**src/rtl/rse_pkg.sv**
```systemverilog
package rse_pkg;
  typedef enum logic [1:0] {ST_IDLE, ST_RUN, ST_DONE} rse_state_e;

  function automatic logic [63:0] rotl_add(input logic [63:0] acc, input logic [63:0] word, input int w);
    logic [63:0] msk;
    logic [63:0] rot;
    msk = (w >= 64) ? '1 : ((64'd1 << w) - 64'd1);
    rot = ((acc << 1) | ((acc >> (w - 1)) & 64'd1)) & msk;
    return (rot + word) & msk;
  endfunction
endpackage

```
**src/rtl/rse_issue.sv**
```systemverilog
module rse_issue #(
  parameter int ADDR_W = 8,
  localparam int CNT_W = ADDR_W + 1
) (
  input  logic              clk_i,
  input  logic              rst_ni,
  input  logic              clear_i,
  input  logic              run_i,
  input  logic [CNT_W-1:0]  len_i,
  output logic [ADDR_W-1:0] addr_o,
  output logic              re_o
);
  logic [CNT_W-1:0] cnt_q;

  assign re_o   = run_i && (cnt_q < len_i);
  assign addr_o = cnt_q[ADDR_W-1:0];

  always_ff @(posedge clk_i or negedge rst_ni) begin
    if (!rst_ni)      cnt_q <= '0;
    else if (clear_i) cnt_q <= '0;
    else if (re_o)    cnt_q <= cnt_q + 1'b1;
  end
endmodule

```
**src/rtl/rse_accum.sv**
```systemverilog
module rse_accum
  import rse_pkg::*;
#(
  parameter int DATA_W = 16,
  parameter int ADDR_W = 8,
  localparam int CNT_W = ADDR_W + 1
) (
  input  logic              clk_i,
  input  logic              rst_ni,
  input  logic              clear_i,
  input  logic              re_i,
  input  logic [CNT_W-1:0]  len_i,
  input  logic [DATA_W-1:0] data_i,
  output logic [DATA_W-1:0] acc_o,
  output logic [DATA_W-1:0] acc_next_o,
  output logic              last_o
);
  logic             vld_q;
  logic [CNT_W-1:0] rcv_q;
  logic [63:0]      sum_wide;

  // rotate left by one, then add; the width cuts off the carry
  assign sum_wide   = rotl_add(64'(acc_o), 64'(data_i), DATA_W);
  assign acc_next_o = sum_wide[DATA_W-1:0];
  assign last_o     = vld_q && (rcv_q == len_i - 1'b1);

  always_ff @(posedge clk_i or negedge rst_ni) begin
    if (!rst_ni) begin
      vld_q <= 1'b0;
      rcv_q <= '0;
      acc_o <= '0;
    end else if (clear_i) begin
      vld_q <= 1'b0;
      rcv_q <= '0;
      acc_o <= '0;
    end else begin
      vld_q <= re_i;
      if (vld_q) begin
        acc_o <= acc_next_o;
        rcv_q <= rcv_q + 1'b1;
      end
    end
  end
endmodule

```
**src/rtl/rse_verdict.sv**
```systemverilog
module rse_verdict #(
  parameter int DATA_W = 16
) (
  input  logic              clk_i,
  input  logic              rst_ni,
  input  logic              accept_i,
  input  logic              fin_i,
  input  logic              cmp_en_i,
  input  logic [DATA_W-1:0] expect_i,
  input  logic [DATA_W-1:0] final_i,
  output logic              pass_o,
  output logic              fail_o
);
  logic              cmp_q;
  logic [DATA_W-1:0] exp_q;
  logic              cmp_use;
  logic [DATA_W-1:0] exp_use;

  // a zero-length run finishes in the same cycle it starts
  assign cmp_use = accept_i ? cmp_en_i : cmp_q;
  assign exp_use = accept_i ? expect_i : exp_q;

  always_ff @(posedge clk_i or negedge rst_ni) begin
    if (!rst_ni) begin
      cmp_q  <= 1'b0;
      exp_q  <= '0;
      pass_o <= 1'b0;
      fail_o <= 1'b0;
    end else begin
      if (accept_i) begin
        cmp_q <= cmp_en_i;
        exp_q <= expect_i;
      end
      if (fin_i) begin
        pass_o <= cmp_use && (final_i == exp_use);
        fail_o <= cmp_use && (final_i != exp_use);
      end else if (accept_i) begin
        pass_o <= 1'b0;
        fail_o <= 1'b0;
      end
    end
  end
endmodule

```
**src/rtl/rom_sig_engine.sv**
```systemverilog
module rom_sig_engine
  import rse_pkg::*;
#(
  parameter int DATA_W = 16,
  parameter int ADDR_W = 8,
  localparam int CNT_W = ADDR_W + 1
) (
  input  logic              clk_i,
  input  logic              rst_ni,
  input  logic              start_i,
  input  logic [CNT_W-1:0]  len_i,
  input  logic              cmp_en_i,
  input  logic [DATA_W-1:0] expect_i,
  output logic [ADDR_W-1:0] rom_addr_o,
  output logic              rom_re_o,
  input  logic [DATA_W-1:0] rom_data_i,
  output logic              busy_o,
  output logic              done_o,
  output logic [DATA_W-1:0] sig_o,
  output logic              pass_o,
  output logic              fail_o
);
  rse_state_e        state_q;
  logic [CNT_W-1:0]  len_q;
  logic              accept;
  logic              zero_len;
  logic              last;
  logic              fin;
  logic [DATA_W-1:0] acc_next;

  assign accept   = start_i && (state_q != ST_RUN);
  assign zero_len = (len_i == '0);
  assign fin      = last || (accept && zero_len);
  assign busy_o   = (state_q == ST_RUN);
  assign done_o   = (state_q == ST_DONE);

  always_ff @(posedge clk_i or negedge rst_ni) begin
    if (!rst_ni) begin
      state_q <= ST_IDLE;
      len_q   <= '0;
    end else begin
      if (accept) begin
        len_q   <= len_i;
        state_q <= zero_len ? ST_DONE : ST_RUN;
      end else if (busy_o && last) begin
        state_q <= ST_DONE;
      end
    end
  end

  rse_issue #(.ADDR_W(ADDR_W)) u_issue (
    .clk_i   (clk_i),
    .rst_ni  (rst_ni),
    .clear_i (accept),
    .run_i   (busy_o),
    .len_i   (len_q),
    .addr_o  (rom_addr_o),
    .re_o    (rom_re_o)
  );

  rse_accum #(.DATA_W(DATA_W), .ADDR_W(ADDR_W)) u_accum (
    .clk_i      (clk_i),
    .rst_ni     (rst_ni),
    .clear_i    (accept),
    .re_i       (rom_re_o),
    .len_i      (len_q),
    .data_i     (rom_data_i),
    .acc_o      (sig_o),
    .acc_next_o (acc_next),
    .last_o     (last)
  );

  rse_verdict #(.DATA_W(DATA_W)) u_verdict (
    .clk_i    (clk_i),
    .rst_ni   (rst_ni),
    .accept_i (accept),
    .fin_i    (fin),
    .cmp_en_i (cmp_en_i),
    .expect_i (expect_i),
    .final_i  (accept ? '0 : acc_next),
    .pass_o   (pass_o),
    .fail_o   (fail_o)
  );
endmodule

```
**config.mk**
```make
export PLATFORM = sky130hd
export DESIGN_NAME = rom_sig_engine
export DESIGN_NICKNAME = d
export VERILOG_FILES = /design/src/rtl/rse_pkg.sv /design/src/rtl/rse_issue.sv /design/src/rtl/rse_accum.sv /design/src/rtl/rse_verdict.sv /design/src/rtl/rom_sig_engine.sv
export SDC_FILE = /design/constraint.sdc
export NUM_CORES = 1
export LEC_CHECK = 0
export BUFFER_PORTS_ARGS = -buffer_cell sky130_fd_sc_hd__buf_2
export CAP_MARGIN = 20
export CORE_ASPECT_RATIO = 1.1
export CORE_MARGIN = 3
export CORE_UTILIZATION = 25
export DETAILED_ROUTE_END_ITERATION = 8
export SLEW_MARGIN = 5
export SYNTH_ARGS = -nofsm -noshare
export SYNTH_HDL_FRONTEND = slang
export SYNTH_SLANG_ARGS = --single-unit
```
**constraint.sdc**
```tcl
create_clock -name clk_i -period 2.9 [get_ports clk_i]
set_input_delay 0.29 -clock clk_i [delete_from_list [all_inputs] [get_ports clk_i]]
set_output_delay 0.29 -clock clk_i [all_outputs]
set_load 0.02 [all_outputs]
```
; ---- Word level (Yosys, flattened, before mapping)
; Index checks and enable logic that the tools add are counted.
[classes]
n_div = 0
mux = 16
reduce_logical = 13
n_lt_le_gt_ge = 1
shifts = 0
add_sub_neg = 4
n_eq_ne = 6
multipliers = 0
bitwise_logic = 1
[op_table]
columns = operator, n
row1 = 2-to-1 mux 16 bit, 4
row2 = 2-to-1 mux 9 bit, 4
row3 = adder 9 x 1 -> 9 bit (second input constant), 2
row4 = adder 16 bit, 1
row5 = equality test 16 bit, 1
row6 = != test 16 bit, 1
row7 = OR 16 x 1 -> 16 bit, 1
row8 = equality test 9 bit, 1
row9 = logical NOT 9 bit, 1
row10 = < comparator 9 bit, 1
row11 = subtractor 9 x 1 -> 9 bit (second input constant), 1
row12 = nonzero test 2 bit, 4
row13 = logical AND 1 bit, 7
row14 = 2-to-1 mux 2 bit, 3
row15 = 2-to-1 mux 1 bit, 5
row16 = equality test 2 x 1 -> 1 bit (second input constant), 1
row17 = equality test 2 bit (second input constant), 1
row18 = != test 2 x 1 -> 1 bit (second input constant), 1
row19 = logical OR 1 bit, 1
[word_totals]
n_memories = 0
ramBits = 0
reg_bits = 65
input_bits = 45
latch_bits = 0
mem_bits_ro = 0
out_inout_bits = 29
elab_cells = 51

; ---- Longest topological paths before layout
[depth]
word_depth = 6
mapped_depth = 11
ltp_nobuf = 11

; ---- Modules after synthesis
; A second synthesis with hierarchy kept.
[hier_totals]
hier_cells = 478
hier_area_um2 = 4616.9
[by_module_without_submodules]
columns = mod, area_each_um2, n_inst, seq_area_each_um2, cells_per_inst
row1 = rse_accum, 2296.0, 1, 650.6, 274
row2 = rse_verdict, 918.4, 1, 475.5, 64
row3 = rse_issue, 807.0, 1, 225.2, 86
row4 = rom_sig_engine, 595.6, 1, 275.3, 54

; ---- Worst setup path after synthesis
; OpenSTA, ideal clock, no wires.
[synth_path]
path_type = reg2reg
from = reg u_accum.acc_o[15]
to = reg u_verdict.fail_o
arrival_time_ns = 2.956
setup_slack_ns = -0.182
n_path_buf = 0
stages_incl_launch_ff = 12
period_less_slack_ns = 3.082
setup_ns = 0.126
required_time_ns = 2.774
path_cell_list = dfrtp_1 ha_1 fa_1 a211oi_2 nor2_1 o41ai_4 o31ai_1 a21oi_2 xnor3_1 o41ai_1 nand4_1 a221o_1
[synth_between]
elab_chain_cells = 6
[synth_rtl]
columns = item, line_no
row1 = start: declaration, rse_accum.sv:14  ; output logic [DATA_W-1:0] acc_o,
row2 = start signal: assignment, rse_accum.sv:39  ; acc_o <= acc_next_o;
row3 = OR 16 x 1 -> 16 bit, rse_pkg.sv:8  ; rot = ((acc << 1) | ((acc >> (w - 1)) & 64'd1)) & msk;
row4 = adder 16 bit, rse_pkg.sv:9  ; return (rot + word) & msk;
row5 = 2-to-1 mux 16 bit, rom_sig_engine.sv:80  ; .final_i (accept ? '0 : acc_next),
row6 = != test 16 bit, rse_verdict.sv:36  ; fail_o <= cmp_use && (final_i != exp_use);
row7 = logical AND 1 bit, rse_verdict.sv:36
row8 = 2-to-1 mux 1 bit, rse_verdict.sv:34  ; if (fin_i) begin
row9 = end signal: assignment, rse_verdict.sv:36
row10 = end: declaration, rse_verdict.sv:12  ; output logic fail_o
; Every way passes these cells.
; A chain may end at the register's enable or synchronous reset.

; ---- Worst setup path after layout
; Ends and elaborated chain as after synthesis.

==> flow_summary.yaml <==
place:
  portBuffers: 73
  gp_congestion: 0.892
  hpwl_um: 9250
  dp_cells: 832
  place_area_sq_um: 5270
floorplan:
  rows: 50
  io_pins: 74
  core_area_sq_um: 17100
  start_util: 0.257
  die_area_sq_um: 19300
  die_h_um: 145
  die_w_um: 133
clock_network:
  root_buffer: "clkbuf_16"
  cts-htree-levels: 3
  worst_skew_pair.late_latency_ns: 0.33
  clkTransAtPathRegs_ns: 0.06
  cts_made_buffers: 9
  cts_tree: "yes"
  postCtsHoldBufs: 0
  cts_sinks: 65
  clockBufferDepth: 2
pwr:
  p_total_mw: 7.32
  powerDensity_nw_per_um2: 1280
  ir_drop_mv: 0.332
  cellLeakagePower_nw: 2.65
setup_path:
  critPathLaunchType: "flop"
  cp.required_ns: 3.11
  cp.arrival_ns: 3.19
  critPathTopFamily: "compound AO/OA/AOI/OAI gates"
  cp-endpoint: "u_verdict.fail_o"
  crit_buf_inv: 1
  slowest_delay_ns: 0.42
  worst_setup_path_end_kind: "flop"
  cp_cell_sequence: "ha_4 -> fa_2 -> a211oi_2 -> nor2_2 -> o41ai_4 -> buf_6 -> xor2_4 -> xor2_1 -> a31oi_1 -> a2111oi_2 -> nand4_1 -> a221o_1"
  r2r-start: "u_accum.acc_o[15]"
  critPathMaxFanout: 4
  ff2ff_path_depth: 12
  crit_path_top_delay_cell: "dfrtp_2"
  rrSetupSlack_ns: -0.07
  cp.depth: 12
  crit_start: "u_accum.acc_o[15]"
  reg2reg_to: "u_verdict.fail_o"
  critPathKind: "flop to flop"
status:
  violations: "negative hold slack, negative setup slack"
  status: "finished with violations"
drt:
  dr.pass1.iters: 4
  viasPerCell: 4.62
  wl_um: 12000
  drc: 0
  routedWlPerCell_um: 14.1
  drt.antenna.violating_nets: 0
  dr.first_iter.drc_count: 156
  vias: 3931
synth:
  yosysWarnings: 0
  avgSynthCellArea_sq_um: 8.65
  ys_seq_area_frac: 0.369
  syn_nets: 582
  synth_flop_cell: "dfrtp_1"
  netlist_instances: 510
  synth_edf_count: 0
  synth_seq_cells: 65
  synth_xor_xnor_area_share: 0.0942
  synth_adder_area_share: 0.0783
  synth_top_family_by_area: "simple AND/OR/NAND/NOR gates"
  synth-async-reset-ratio: 1.00
  syn_area_sq_um: 4410
  ys_types: 53
  synth_compound_area_frac: 0.167
  synth-simple-area-share: 0.200
  synthMuxAreaShare: 0.0408
global_routing:
  grt_pass1_vias: 3863
  grt_util_all_layers: 0.126
  overflow: 0
  grt_first_pass_wirelength_um: 19800
  antenna_found_initial: 0
  met2_usage: 0.205
  grt_max_degree: 48
  top_usage_layer: "met2"
  grtUsageMet1: 0.169
  met3_usage: 0.0281
sta:
  min_period_over_period: 1.03
  fin_skew_ns: 0.0101
  holdWs_ns: -0.0130
  rsz0062_at_grt: "yes"
  fin_ws_ns: -0.0747
  drv_slew: 0
  fmax_ghz: 0.336
  period_minus_slack_ns: 2.97
  worst_pin_slew_ns: 0.677
  finalSetupViolations: 2
  slew_headroom: 0.548
  timing.final.hold_violations: 8
cells_and_area:
  stdcell_area_sq_um: 5700
  fin_util: 0.333
  diodes: 0
  fillers: 1829
  fin_cells: 851
  nNetsFinal: 685
  area_delta_synth_final_pct: 29.2
  layout-drive-gt1-share: 0.256
min_path:
  hp-class: "input pin to asynchronous set/reset pin"
flow_run:
  cap_violations: 0
-- registers in the layout, indices dropped and copies added, names as in the netlist --
| signal | count |
|---|---|
| len_q | 9 |
| state_q | 2 |
| u_accum.acc_o | 16 |
| u_accum.rcv_q | 9 |
| u_accum.vld_q | 1 |
| u_issue.cnt_q | 9 |
| u_verdict.cmp_q | 1 |
| u_verdict.exp_q | 16 |
| u_verdict.fail_o | 1 |
| u_verdict.pass_o | 1 |
-- placed cells by master (no fill, tap or decap), types with 4 or more instances in the layout --
master,n
nor3_1,7
nor4_1,8
buf_4,46
inv_1,19
xnor2_1,21
clkbuf_16,9
o31ai_1,4
nand4_1,6
mux2i_1,18
nor2_1,41
nand3_1,12
a21o_1,5
or4_1,5
xor2_1,20
o21ai_0,32
nand2_1,80
a211oi_1,4
a31oi_1,5
or3_1,8
buf_2,73
ha_1,25
nand2b_1,5
o211ai_1,4
dfrtp_1,64
a21oi_1,35
-- final cells by class --
cell class | instances | area [sq um] | area share
well taps | 234 | 293 | 0.0514
clock buffers | 12 | 246 | 0.0432
inverters | 19 | 71.3 | 0.0125
multi-input cells | 396 | 2640 | 0.464
flip-flops and latches | 65 | 1630 | 0.286
repair buffers | 122 | 753 | 0.132
clock inverters | 3 | 65.1 | 0.0114
-- through the flow --
step                setup TNS, ns  worst slack [ns]
global route               -0.493            -0.261
detailed placement         -0.382            -0.264
floorplan                  -0.140            -0.137
finish                     -0.122           -0.0747
global placement           -0.340            -0.233
CTS                        -0.361            -0.184
-- how the worst min path moves through the flow --
stage          cells after the start          endpoint   start  slack (ns)
2_1_floorplan                      0          len_q[0]  rst_ni      -0.006
3_3_place_gp                       1  u_issue.cnt_q[2]  rst_ni        0.37
3_5_place_dp                       1  u_issue.cnt_q[2]  rst_ni        0.37
4_1_cts                            1  u_issue.cnt_q[2]  rst_ni       0.004
5_1_grt                            1  u_issue.cnt_q[2]  rst_ni        0.04
6_report                           1  u_issue.cnt_q[2]  rst_ni       -0.01
-- per-layer routing --
layer  vias up  wire length, um
li1       1999                -
met1      1869             5820
met2        55             5720
met3         8              301
met4         0              143
met5         -                0
-- cell families (layout without fill, tap and decap cells) --
group	after synthesis	count (layout)
xor gates and xnor gates	45	45
DFF	65	65
buffers and inverters	49	156
adders and majority gates	27	27
muxes	18	18
and+or+nand+nor	191	191
AOI/OAI and AO/OA	115	115
-- cell usage after synthesis (all sizes together) (3+ instances only) --
cell | number | area share
a2111oi | 4 | 0.0094
a211oi | 6 | 0.011
a21o | 6 | 0.010
a21oi | 36 | 0.042
a31oi | 5 | 0.0071
and2 | 4 | 0.0057
buf | 16 | 0.023
clkbuf | 14 | 0.012
dfrtp | 65 | 0.37
ha | 26 | 0.074
inv | 19 | 0.016
mux2i | 18 | 0.041
nand2 | 80 | 0.068
nand2b | 5 | 0.0071
nand3 | 12 | 0.014
nand4 | 6 | 0.0085
nor2 | 44 | 0.037
nor2b | 3 | 0.0043
nor3 | 7 | 0.0079
nor4 | 8 | 0.011
o211ai | 4 | 0.0068
o21ai | 35 | 0.040
o31ai | 6 | 0.010
o41ai | 3 | 0.010
or3 | 8 | 0.011
or4 | 5 | 0.0085
xnor2 | 22 | 0.044
xor2 | 22 | 0.045
-- report_power, final --
group	internal [mW]	switching, mW	leakage (nW)
combinational	2.05	2.31	1.71
sequential	1.35	0.452	0.787
clock	0.770	0.397	0.153
total	4.17	3.16	2.65
-- what timing repair did --
action | 4_1_cts | 5_1_grt
resized for setup | 7 | 9
hold endpoints to repair | 0 | 0
endpoints found under the setup margin | 3 | 2
pin swaps | 13 | 11
buffers inserted | 3 | 1
Power figures use the tool's default switching activity.
